**config.mk**
```make
export PLATFORM = sky130hd
export DESIGN_NAME = pcd_decoder
export DESIGN_NICKNAME = d
export VERILOG_FILES = /design/src/rtl/pcd_pkg.sv /design/src/rtl/pcd_cmd_split.sv /design/src/rtl/pcd_page_reg.sv /design/src/rtl/pcd_reg16.sv /design/src/rtl/pcd_decoder.sv
export SDC_FILE = /design/constraint.sdc
export NUM_CORES = 1
export LEC_CHECK = 0
export BUFFER_PORTS_ARGS = -buffer_cell sky130_fd_sc_hd__buf_4
export CAP_MARGIN = 20
export CORE_MARGIN = 2
export CORE_UTILIZATION = 48
export DETAILED_ROUTE_END_ITERATION = 12
export PLACE_DENSITY = 0.89
export REMOVE_ABC_BUFFERS = 1
export SYNTH_ARGS = -nofsm -noshare
export SYNTH_HDL_FRONTEND = slang
export SYNTH_HIERARCHICAL = 1
export SYNTH_SLANG_ARGS = --single-unit
```
**constraint.sdc**
```tcl
create_clock -name clk -period 2 [get_ports clk]
set_input_delay 0.4 -clock clk [delete_from_list [all_inputs] [get_ports clk]]
set_output_delay 0.4 -clock clk [all_outputs]
set_load 0.1 [all_outputs]
```
**src/rtl/pcd_pkg.sv**
```systemverilog
package pcd_pkg;
  localparam int CMD_W  = 16;
  localparam int ADDR_W = 7;
  localparam int DATA_W = 8;
  localparam int REG_W  = 2 * DATA_W;
  localparam int NREG   = 3;

  typedef struct packed {
    logic              wr;
    logic [ADDR_W-1:0] addr;
    logic [DATA_W-1:0] data;
  } cmd_t;

  // register table: index 0 function control, 1 I/O control, 2 sleep count
  function automatic logic [ADDR_W-1:0] reg_base(int idx);
    case (idx)
      0:       return ADDR_W'(7'h06);
      1:       return ADDR_W'(7'h08);
      default: return ADDR_W'(7'h10);
    endcase
  endfunction

  function automatic logic [REG_W-1:0] reg_mask(int idx);
    case (idx)
      0:       return REG_W'(16'h0FFF);
      1:       return REG_W'(16'h00FF);
      default: return REG_W'(16'h03FF);
    endcase
  endfunction

  function automatic logic [REG_W-1:0] reg_rst(int idx);
    case (idx)
      0:       return REG_W'(16'h000D);
      default: return REG_W'(16'h0000);
    endcase
  endfunction
endpackage

```
**src/rtl/pcd_cmd_split.sv**
```systemverilog
module pcd_cmd_split
  import pcd_pkg::*;
(
  input  logic              valid,
  input  logic [CMD_W-1:0]  word,
  output logic              wr_en,
  output logic [ADDR_W-1:0] addr,
  output logic [DATA_W-1:0] data
);
  cmd_t c;
  always_comb begin
    c     = cmd_t'(word);
    wr_en = valid && c.wr;
    addr  = c.addr;
    data  = c.data;
  end
endmodule

```
**src/rtl/pcd_page_reg.sv**
```systemverilog
module pcd_page_reg
  import pcd_pkg::*;
(
  input  logic              clk,
  input  logic              rst_n,
  input  logic              wr_en,
  input  logic [ADDR_W-1:0] addr,
  input  logic [DATA_W-1:0] data,
  output logic [DATA_W-1:0] page
);
  logic hit;
  assign hit = wr_en && (addr == '0);

  always_ff @(posedge clk or negedge rst_n) begin
    if (!rst_n)   page <= '0;
    else if (hit) page <= data;
  end
endmodule

```
**src/rtl/pcd_reg16.sv**
```systemverilog
module pcd_reg16
  import pcd_pkg::*;
#(
  parameter logic [ADDR_W-1:0] BASE     = '0,
  parameter logic [REG_W-1:0]  MASK     = '1,
  parameter logic [REG_W-1:0]  RST_VAL  = '0,
  parameter logic [DATA_W-1:0] PAGE_SEL = 8'd3
)(
  input  logic              clk,
  input  logic              rst_n,
  input  logic              wr_en,
  input  logic [ADDR_W-1:0] addr,
  input  logic [DATA_W-1:0] data,
  input  logic [DATA_W-1:0] page,
  output logic [REG_W-1:0]  q
);
  localparam logic [ADDR_W-1:0] HI_ADDR = BASE | ADDR_W'(1);
  localparam logic [REG_W-1:0]  RST_M   = RST_VAL & MASK;

  logic on_page, hit_lo, hit_hi;
  assign on_page = wr_en && (page == PAGE_SEL);
  assign hit_lo  = on_page && (addr == BASE);
  assign hit_hi  = on_page && (addr == HI_ADDR);

  always_ff @(posedge clk or negedge rst_n) begin
    if (!rst_n) begin
      q <= RST_M;
    end else begin
      if (hit_lo) q[DATA_W-1:0]     <= data & MASK[DATA_W-1:0];
      if (hit_hi) q[REG_W-1:DATA_W] <= data & MASK[REG_W-1:DATA_W];
    end
  end
endmodule

```
**src/rtl/pcd_decoder.sv**
```systemverilog
module pcd_decoder
  import pcd_pkg::*;
#(
  parameter logic [DATA_W-1:0] TARGET_PAGE = 8'd3
)(
  input  logic              clk,
  input  logic              rst_n,
  input  logic              cmd_valid,
  output logic              cmd_ready,
  input  logic [CMD_W-1:0]  cmd_word,
  output logic [DATA_W-1:0] page_o,
  output logic [REG_W-1:0]  func_ctrl_o,
  output logic [REG_W-1:0]  gpio_ctrl_o,
  output logic [REG_W-1:0]  sleep_ctrl_o
);
  logic              wr_en;
  logic [ADDR_W-1:0] addr;
  logic [DATA_W-1:0] data;
  logic [REG_W-1:0]  reg_q [NREG];

  assign cmd_ready = 1'b1;

  pcd_cmd_split u_split (
    .valid (cmd_valid), .word (cmd_word),
    .wr_en (wr_en), .addr (addr), .data (data)
  );

  pcd_page_reg u_page (
    .clk (clk), .rst_n (rst_n), .wr_en (wr_en),
    .addr (addr), .data (data), .page (page_o)
  );

  for (genvar i = 0; i < NREG; i++) begin : g_reg
    pcd_reg16 #(
      .BASE     (reg_base(i)),
      .MASK     (reg_mask(i)),
      .RST_VAL  (reg_rst(i)),
      .PAGE_SEL (TARGET_PAGE)
    ) u_reg (
      .clk (clk), .rst_n (rst_n), .wr_en (wr_en),
      .addr (addr), .data (data), .page (page_o),
      .q (reg_q[i])
    );
  end

  assign func_ctrl_o  = reg_q[0];
  assign gpio_ctrl_o  = reg_q[1];
  assign sleep_ctrl_o = reg_q[2];
endmodule

```
==> results.tsv, run 1 <==
metric	value	unit
path_clk_slew	70	ps
critPathKind	register to register	
ys_types	19	
synth-xor-area-share	0	%
grt_pass1_vias	1122	
outcome	finished clean	
ir_drop	626	uV
p_total	0.00160	W
cpPeakStageDelay	510	ps
grt_overflow	0	
hold_path.class	input port to async pin	
routed_wirelength	3.56	mm
drv_cap	0	
power_leakage	1.21	nW
ant_nets	0	
drtIter0Drc	22	
syn_area	0.00197	sq mm
clk_path_buf_depth	2	
muxShareOfSynthArea	23.3	%
path_max_fanout	8	
synth_warnings	6	
power.density	690	mW/mm^2
io_buffers	56	
drcViolationCount	0	
layout_common_cells	57 x buf_4, 35 x dfrtp_1, 30 x mux2_2	
die_y	68.0	um
cts-root-buf	clkbuf_8	
core	0.00397	sq mm
period_minus_slack	1790	ps
synthCells	139	
crit_arrival	1960	ps
synth_fa_ha_area_share	0	%
yosysSeqAreaShare	48.6	%
setup_ws	211	ps
grt_max_degree	39	
synth_top_family_by_area	multiplexers	
endpoint_kind	register	
nNetsFinal	201	
row_count	23	
htreeDepth	2	
final_common_cell	buf_4	
gr-usage-all-layers	16.8	%
avgSynthCellArea	14.1	sq um
die_x	68.0	um
ios	76	
diodes	0	
synth_simple_gate_area_share	13.2	%
cts_sinks	38	
gp_congestion	0.860	
skew	5.95	ps
critical_path.slowest_cell	and4_1	
vias_per_cell	4.90	
cts_tree	yes	
max_freq	559	MHz
grt_antenna_before_repair	0	
post_drt_wl_per_cell	15.3	um
insertion_delay	290	ps
cts_made_buffers	5	
synth-compound-area-share	0	%
utilization	58.3	%
post_cts_resized	0	
grt_first_pass_wirelength	5.58	mm
crit_required	2170	ps
finalCritPeriodShare	89.5	%
hold_buffers	0	
hold_ws	57.5	ps
finalMaxSlewViolations	0	
pre_cts_ws	92.1	ps
start_util	49.5	%
setup_viol	0	
syn_to_final_growth	17.9	%
vias	1141	
dr.pass1.iters	4	
crit_path_start_kind	register	
dieArea	0.00462	sq mm
yosys_register_bits	38	
dp_hpwl	2.68	mm
finalHoldViolCount	0	
path_cells	nor4b_2, and4_1, mux2_2	
drive_above_1_share	65.0	%
grt_setup_unrepaired	no	
cts_setup_buffers	0	
## power breakdown
| group | switching (W) | internal [W] |
|---|---|---|
| Clock | 0.000254 | 0.000241 |
| Combinational | 0.000261 | 0.0000529 |
| Sequential | 0.0000125 | 0.000776 |
## final timing paths
path	start	end	slack (ps)	cells after the start
setup reg to reg	u_page/page[7]$_DFFE_PN0P_	g_reg[2].u_reg/q[0]$_DFFE_PN0P_	210	3
min in group clk	cmd_word[6]	g_reg[2].u_reg/q[6]$_DFFE_PN0P_	370	2
hold reg to reg	g_reg[2].u_reg/q[8]$_DFFE_PN0P_	g_reg[2].u_reg/q[8]$_DFFE_PN0P_	510	1
setup / recovery	u_page/page[7]$_DFFE_PN0P_	g_reg[2].u_reg/q[0]$_DFFE_PN0P_	210	3
max in group asynchronous	rst_n	g_reg[0].u_reg/q[0]$_DFFE_PN1P_	1590	1
hold / removal	rst_n	g_reg[2].u_reg/q[5]$_DFFE_PN0P_	60	1
## stage by stage
| stage | TNS (ps) | instances | area [sq um] |
|---|---|---|---|
| final | 0 | 233 | 2320 |
| after CTS | 0 | 233 | 2320 |
| after global placement | 0 | 225 | 2230 |
| after detailed placement | 0 | 225 | 2230 |
| after floorplan | -2430 | 118 | 1740 |
| after global routing | 0 | 233 | 2320 |
## cells in the mapped netlist
cell / count / area, sq um
buf_6: 2 / 22.5
dfstp_2: 3 / 78.8
and4_1: 2 / 17.5
buf_4: 34 / 255
nand4_1: 2 / 12.5
nor4b_1: 2 / 17.5
and2_1: 1 / 6.26
dfrtp_1: 35 / 876
nor4b_2: 4 / 60.1
conb_1: 4 / 15.0
nand4_2: 1 / 12.5
and4bb_2: 4 / 50.1
nor4_2: 3 / 37.5
mux2_4: 8 / 120
nor4bb_1: 1 / 10.0
mux2_2: 30 / 338
nand2_2: 1 / 6.26
nor4_1: 1 / 6.26
nor4b_4: 1 / 23.8
## cells by family (layout without fill, tap and decap cells)
logic type,Yosys count,count (layout)
mux,38,38
other cells,4,19
simple gates,23,23
flops,38,38
buf+inv,36,65
## layout make-up
class                      instances  area [sq um]
tap                               50          62.6
multi-input combinational         80           790
fill                             321          1650
sequential                        38           955
timing repair buffer              57           428
clock buffer                       6          72.6
clock inverter                     2          10.0
## worst max-delay path: cells and delay by family (launching register included)
family / cells / cell delay, ps
simple gates: 2 / 830
mux: 1 / 390
flops: 1 / 450
## flip-flops by register name, indices dropped and copies added, names as in the netlist
signal       flops
u_page/page      8
g.u_reg/q       30
## per-layer routing
| layer | global-route usage (%) | up-vias | part of all wire, % |
|---|---|---|---|
| li1 | - | 531 | - |
| met1 | 22.4 | 557 | 44 |
| met2 | 26.0 | 50 | 48 |
| met3 | 6.25 | 3 | 7.6 |
| met4 | 4.50 | 0 | 0.87 |
| met5 | 0 | - | 0 |
(Power assumes the default switching activity.)
==> run 2: changes to the inputs <==
--- a/config.mk
+++ b/config.mk
@@ -10,8 +10,10 @@
 export CORE_MARGIN = 2
 export CORE_UTILIZATION = 48
 export DETAILED_ROUTE_END_ITERATION = 12
+export GPL_TIMING_DRIVEN = 0
 export PLACE_DENSITY = 0.89
 export REMOVE_ABC_BUFFERS = 1
+export SLEW_MARGIN = 20
 export SYNTH_ARGS = -nofsm -noshare
 export SYNTH_HDL_FRONTEND = slang
 export SYNTH_HIERARCHICAL = 1
==> run 2 against run 1 <==
  * Via count grew 3.4%
  * Highest routed layer unchanged
  * Worst setup slack lost 85 ps
  * Critical path depth is the same
  * Wire length grew 7.9%
==> results.tsv, run 2 (synthesis gave the netlist of run 1 again) <==
metric	value	unit	change
outcome	finished clean		unchanged
final_cells	232		was 233
path_clk_slew	70	ps	about the same
max_slew_margin	61.0	%	
r2r-start	u_page/page[7]$_DFFE_PN0P_		unchanged
top_regs	g.u_reg/q: 30 flops, u_page/page: 8 flops		unchanged
gr-usage-all-layers	18.0	%	was 16.8%
period_minus_slack	1870	ps	was 1790 ps
grt_antenna_before_repair	0		unchanged
setup_ws	125	ps	was 211 ps
largest-register	g.u_reg/q		unchanged
drtIter0Drc	16		was 22
crit_path_start	u_page/page[7]$_DFFE_PN0P_		unchanged
endpoint_kind	register		unchanged
ant_nets	0		unchanged
dp_hpwl	2.74	mm	was 2.68 mm
setup_viol	0		unchanged
crit_path_start_kind	register		unchanged
grt_overflow	0		unchanged
post_drt_wl_per_cell	16.6	um	was 15.3 um
finalMaxSlewViolations	0		unchanged
tightest_slew	585	ps	
gp_congestion	0.812		was 0.860
max_freq	533	MHz	was 559 MHz
fill_cells	317		was 321
ios	76		unchanged
cts_tree	yes		unchanged
critPathKind	register to register		unchanged
power_leakage	1.21	nW	about the same
largest_reg_flops	30		unchanged
cts_sinks	38		unchanged
dieArea	0.00462	sq mm	unchanged
io_buffers	56		unchanged
hold_path.class	input port to async pin		unchanged
path_max_fanout	8		unchanged
cts_setup_buffers	0		unchanged
insertion_delay	290	ps	about the same
crit_required	2180	ps	was 2170 ps
grt_pass1_vias	1206		was 1122
vias_per_cell	5.09		was 4.90
diodes	0		unchanged
start_util	49.5	%	unchanged
layout_common_cells	56 x buf_4, 35 x dfrtp_1, 30 x mux2_2		was 57 x buf_4, 35 x dfrtp_1, 30 x mux2_2
final_common_cell	buf_4		unchanged
drv_cap	0		unchanged
p_total	0.00165	W	was 0.00160 W
routed_wirelength	3.84	mm	was 3.56 mm
utilization	58.5	%	was 58.3%
die_x	68.0	um	unchanged
syn_to_final_growth	18.1	%	was 17.9%
dp_cells	224		was 225
core	0.00397	sq mm	unchanged
ir_drop	576	uV	was 626 uV
crit_arrival	2050	ps	was 1960 ps
die_y	68.0	um	unchanged
row_count	23		unchanged
grt_setup_unrepaired	no		unchanged
finalHoldViolCount	0		unchanged
dr.pass1.iters	6		was 4
clk_path_buf_depth	2		unchanged
skew	10.3	ps	was 5.95 ps
final.setup.tns	0	ps	unchanged
cts-root-buf	clkbuf_8		unchanged
post_cts_resized	0		unchanged
grt_first_pass_wirelength	5.98	mm	was 5.58 mm
finalCritPeriodShare	93.7	%	was 89.5%
grt_max_degree	39		unchanged
cts_made_buffers	5		unchanged
htreeDepth	2		unchanged
nNetsFinal	200		was 201
hold_buffers	0		unchanged
drcViolationCount	0		unchanged
power.density	709	mW/mm^2	was 690 mW/mm^2
vias	1180		was 1141
pre_cts_ws	-67.4	ps	was 92.1 ps
drive_above_1_share	65.4	%	was 65.0%
[run 2: report_power, final]
part	internal, W	switching, W
clock	0.000277	0.000265
sequential	0.000776	0.0000127
combinational	0.0000529	0.000263
total	0.00111	0.000541
[run 2: worst max-delay path, cell delays in order (launching register included)]
cell,delay [ps]
dfrtp_1,450
nor4b_2,340
and4_1,620
mux2_4,350
[run 2: layer usage]
metal  track usage (%)  wire length [um]  vias to the layer above
li1                  -                 -                      525
met1              21.7              1500                      598
met2              29.0              1990                       51
met3              7.24               309                        6
met4              6.75                48                        0
met5                 0                 0                        -
[run 2: worst paths after layout]
path                       slack (ps)                              end  cells past startpoint
min                                70  g_reg[1].u_reg/q[5]$_DFFE_PN0P_                      1
min reg2reg                       510  g_reg[1].u_reg/q[0]$_DFFE_PN0P_                      1
max reg2reg                       130  g_reg[0].u_reg/q[4]$_DFFE_PN0P_                      3
max in group asynchronous        1580  g_reg[0].u_reg/q[0]$_DFFE_PN1P_                      1
max                               130  g_reg[0].u_reg/q[4]$_DFFE_PN0P_                      3
min in group clk                  360  g_reg[0].u_reg/q[6]$_DFFE_PN0P_                      2
[run 2: area by class of cell]
cell class	instances	area [sq um]	share of cell area, %
clock inverters	2	12.5	0.539
clock buffers	6	82.6	3.56
multi-input cells	80	790	34.0
repair buffers	56	420	18.1
flip-flops and latches	38	955	41.1
well taps	50	62.6	2.69
[run 2: through the flow]
stage                     cell area [sq um]  hold slack (ps)
after floorplan                        1740              104
after global placement                 2230              384
final                                  2320             66.8
after CTS                              2320             72.3
after global routing                   2320             91.4
after detailed placement               2230              389
==> run 3: changes to the inputs <==
--- a/config.mk
+++ b/config.mk
@@ -7,11 +7,11 @@
 export LEC_CHECK = 0
 export BUFFER_PORTS_ARGS = -buffer_cell sky130_fd_sc_hd__buf_4
 export CAP_MARGIN = 20
-export CORE_MARGIN = 2
-export CORE_UTILIZATION = 48
+export CORE_MARGIN = 5
+export CORE_UTILIZATION = 45
 export DETAILED_ROUTE_END_ITERATION = 12
 export GPL_TIMING_DRIVEN = 0
-export PLACE_DENSITY = 0.89
+export PLACE_DENSITY = 0.85
 export REMOVE_ABC_BUFFERS = 1
 export SLEW_MARGIN = 20
 export SYNTH_ARGS = -nofsm -noshare
==> run 3 against run 2 <==
  * Sequential share of layout area increased by 0.18 points
  * Wire length increased by 2.0%
  * Global-route usage decreased by 4.0 points
  * Worst setup slack got worse by 46 ps
  * Core utilization decreased by 4.6 points
  * Via count increased by 1.6%
  * Sequential cell count unchanged
  * Fmax decreased by 2.4%
  * Clock power decreased by 6.8%
  * Sequential power about the same
  * Register-to-register slack got worse by 50 ps
==> results.tsv, run 3 (synthesis gave the netlist of run 1 again) <==
metric	value	unit	change
outcome	finished clean		unchanged
drv_cap	0		unchanged
cts_sinks	38		unchanged
critical-path-top-delay-family	simple AND/OR/NAND/NOR gates		unchanged
diodes	0		unchanged
setup_viol	0		unchanged
timing.rr.end	g_reg[0].u_reg/q[5]$_DFFE_PN0P_		was g_reg[0].u_reg/q[4]$_DFFE_PN0P_
power_leakage	1.21	nW	about the same
crit_arrival	2090	ps	was 2050 ps
max_freq	521	MHz	was 533 MHz
power.density	696	mW/mm^2	was 709 mW/mm^2
dr.pass1.iters	4		was 6
r2r_cells	3		unchanged
gp_congestion	0.781		was 0.812
crit_path_start	u_page/page[7]$_DFFE_PN0P_		unchanged
clk_path_buf_depth	2		unchanged
routed_wirelength	3.92	mm	was 3.84 mm
rrSetupSlack	80	ps	was 130 ps
hold_buffers	0		unchanged
final_common_cell	buf_4		unchanged
cts_setup_buffers	0		unchanged
skew	9.32	ps	was 10.3 ps
grt_overflow	0		unchanged
endpoint	g_reg[0].u_reg/q[5]$_DFFE_PN0P_		was g_reg[0].u_reg/q[4]$_DFFE_PN0P_
largest-register	g.u_reg/q		unchanged
drive_above_1_share	64.8	%	was 65.4%
top_regs	g.u_reg/q: 30 flops, u_page/page: 8 flops		unchanged
fill_cells	368		was 317
nNetsFinal	200		unchanged
grt_max_degree	39		unchanged
cts_tree	yes		unchanged
p_total	0.00161	W	was 0.00165 W
gr-usage-all-layers	14.0	%	was 18.0%
grt_pass1_vias	1192		was 1206
cp.depth	3		unchanged
core	0.00429	sq mm	was 0.00397 sq mm
drtIter0Drc	54		was 16
dieArea	0.00579	sq mm	was 0.00462 sq mm
grt_antenna_before_repair	0		unchanged
path_cells	nor4b_2, and4_1, mux2_4		unchanged
start_util	45.8	%	was 49.5%
post_drt_wl_per_cell	16.7	um	was 16.6 um
finalCritPeriodShare	96.0	%	was 93.7%
cts-root-buf	clkbuf_8		unchanged
max_slew_margin	60.2	%	was 61.0%
endpoint_kind	register		unchanged
ant_nets	0		unchanged
path_max_fanout	8		unchanged
die_y	76.1	um	was 68.0 um
io_buffers	56		unchanged
critPathKind	register to register		unchanged
critical_path.slowest_cell	and4_1		unchanged
syn_to_final_growth	17.6	%	was 18.1%
multiInputGateArea	790	sq um	unchanged
r2r-start	u_page/page[7]$_DFFE_PN0P_		unchanged
path_clk_slew	80	ps	was 70 ps
utilization	53.8	%	was 58.5%
post_cts_resized	0		unchanged
layout_common_cells	56 x buf_4, 35 x dfrtp_1, 30 x mux2_2		unchanged
seqCellArea	955	sq um	unchanged
dp_hpwl	2.87	mm	was 2.74 mm
cts_made_buffers	5		unchanged
drcViolationCount	0		unchanged
tightest_slew	597	ps	was 585 ps
hold_path.class	input port to async pin		unchanged
finalHoldViolCount	0		unchanged
die_x	76.1	um	was 68.0 um
period_minus_slack	1920	ps	was 1870 ps
crit_required	2170	ps	was 2180 ps
ir_drop	281	uV	was 576 uV
grt_first_pass_wirelength	6.47	mm	was 5.98 mm
path_buf_inv	0		unchanged
insertion_delay	290	ps	about the same
cpPeakStageDelay	640	ps	was 620 ps
htreeDepth	2		unchanged
grt_setup_unrepaired	no		unchanged
row_count	24		was 23
ios	76		unchanged
crit_path_start_kind	register		unchanged
vias	1199		was 1180
largest_reg_flops	30		unchanged
finalMaxSlewViolations	0		unchanged
vias_per_cell	5.12		was 5.09
## run 3: changes by cell type in the layout (fill, tap and decap cells not counted)
cell,previous run,this run
clkbuf_1,0,1
clkbuf_8,6,5
clkinv_2,1,2
clkinvlp_4,1,0
## run 3: routing by layer
layer  global-route usage, %  vias up  wire length [um]
met5                       0        -                 0
met4                    6.82        0                82
met2                    20.8       54              1860
li1                        -      528                 -
met3                    5.56        8               384
met1                    17.7      609              1590
## run 3: cell type report
cell class / instances / area share, %
flip-flops and latches: 38 / 41.3
multi-input cells: 80 / 34.1
repair buffers: 56 / 18.2
clock buffers: 6 / 3.14
well taps: 52 / 2.81
clock inverters: 2 / 0.433
## run 3: worst register-to-register path, stage by stage, from the launching register on
cell,delay (ps)
dfrtp_1,440
nor4b_2,370
and4_1,640
mux2_4,350
## run 3: how the worst min path moves through the flow
stage	cells after the start	end	start	slack [ps]
2_1_floorplan	0	g_reg[0].u_reg/q[10]$_DFFE_PN0P_	rst_n	100
3_3_place_gp	1	g_reg[1].u_reg/q[1]$_DFFE_PN0P_	rst_n	390
3_5_place_dp	1	g_reg[0].u_reg/q[1]$_DFFE_PN0P_	rst_n	390
4_1_cts	1	g_reg[0].u_reg/q[1]$_DFFE_PN0P_	rst_n	70
5_1_grt	1	g_reg[0].u_reg/q[1]$_DFFE_PN0P_	rst_n	90
6_report	1	g_reg[0].u_reg/q[1]$_DFFE_PN0P_	rst_n	60
## run 3: per-stage QoR
stage / setup TNS [ps] / cells / hold slack (ps) / worst slack (ps) / area [sq um]
floorplan: -2430 / 118 / 104 / -197 / 1740
global placement: 0 / 226 / 387 / 2.04 / 2230
detailed placement: -204 / 226 / 391 / -44.8 / 2230
CTS: 0 / 234 / 69.0 / 80.3 / 2310
global route: 0 / 234 / 88.4 / 26.5 / 2310
finish: 0 / 234 / 57.7 / 79.1 / 2310
## run 3: report_power, final
group          switching, W  internal [W]  leakage [nW]
combinational      0.000262     0.0000529         0.644
clock              0.000263      0.000241        0.0450
sequential        0.0000125      0.000776         0.519
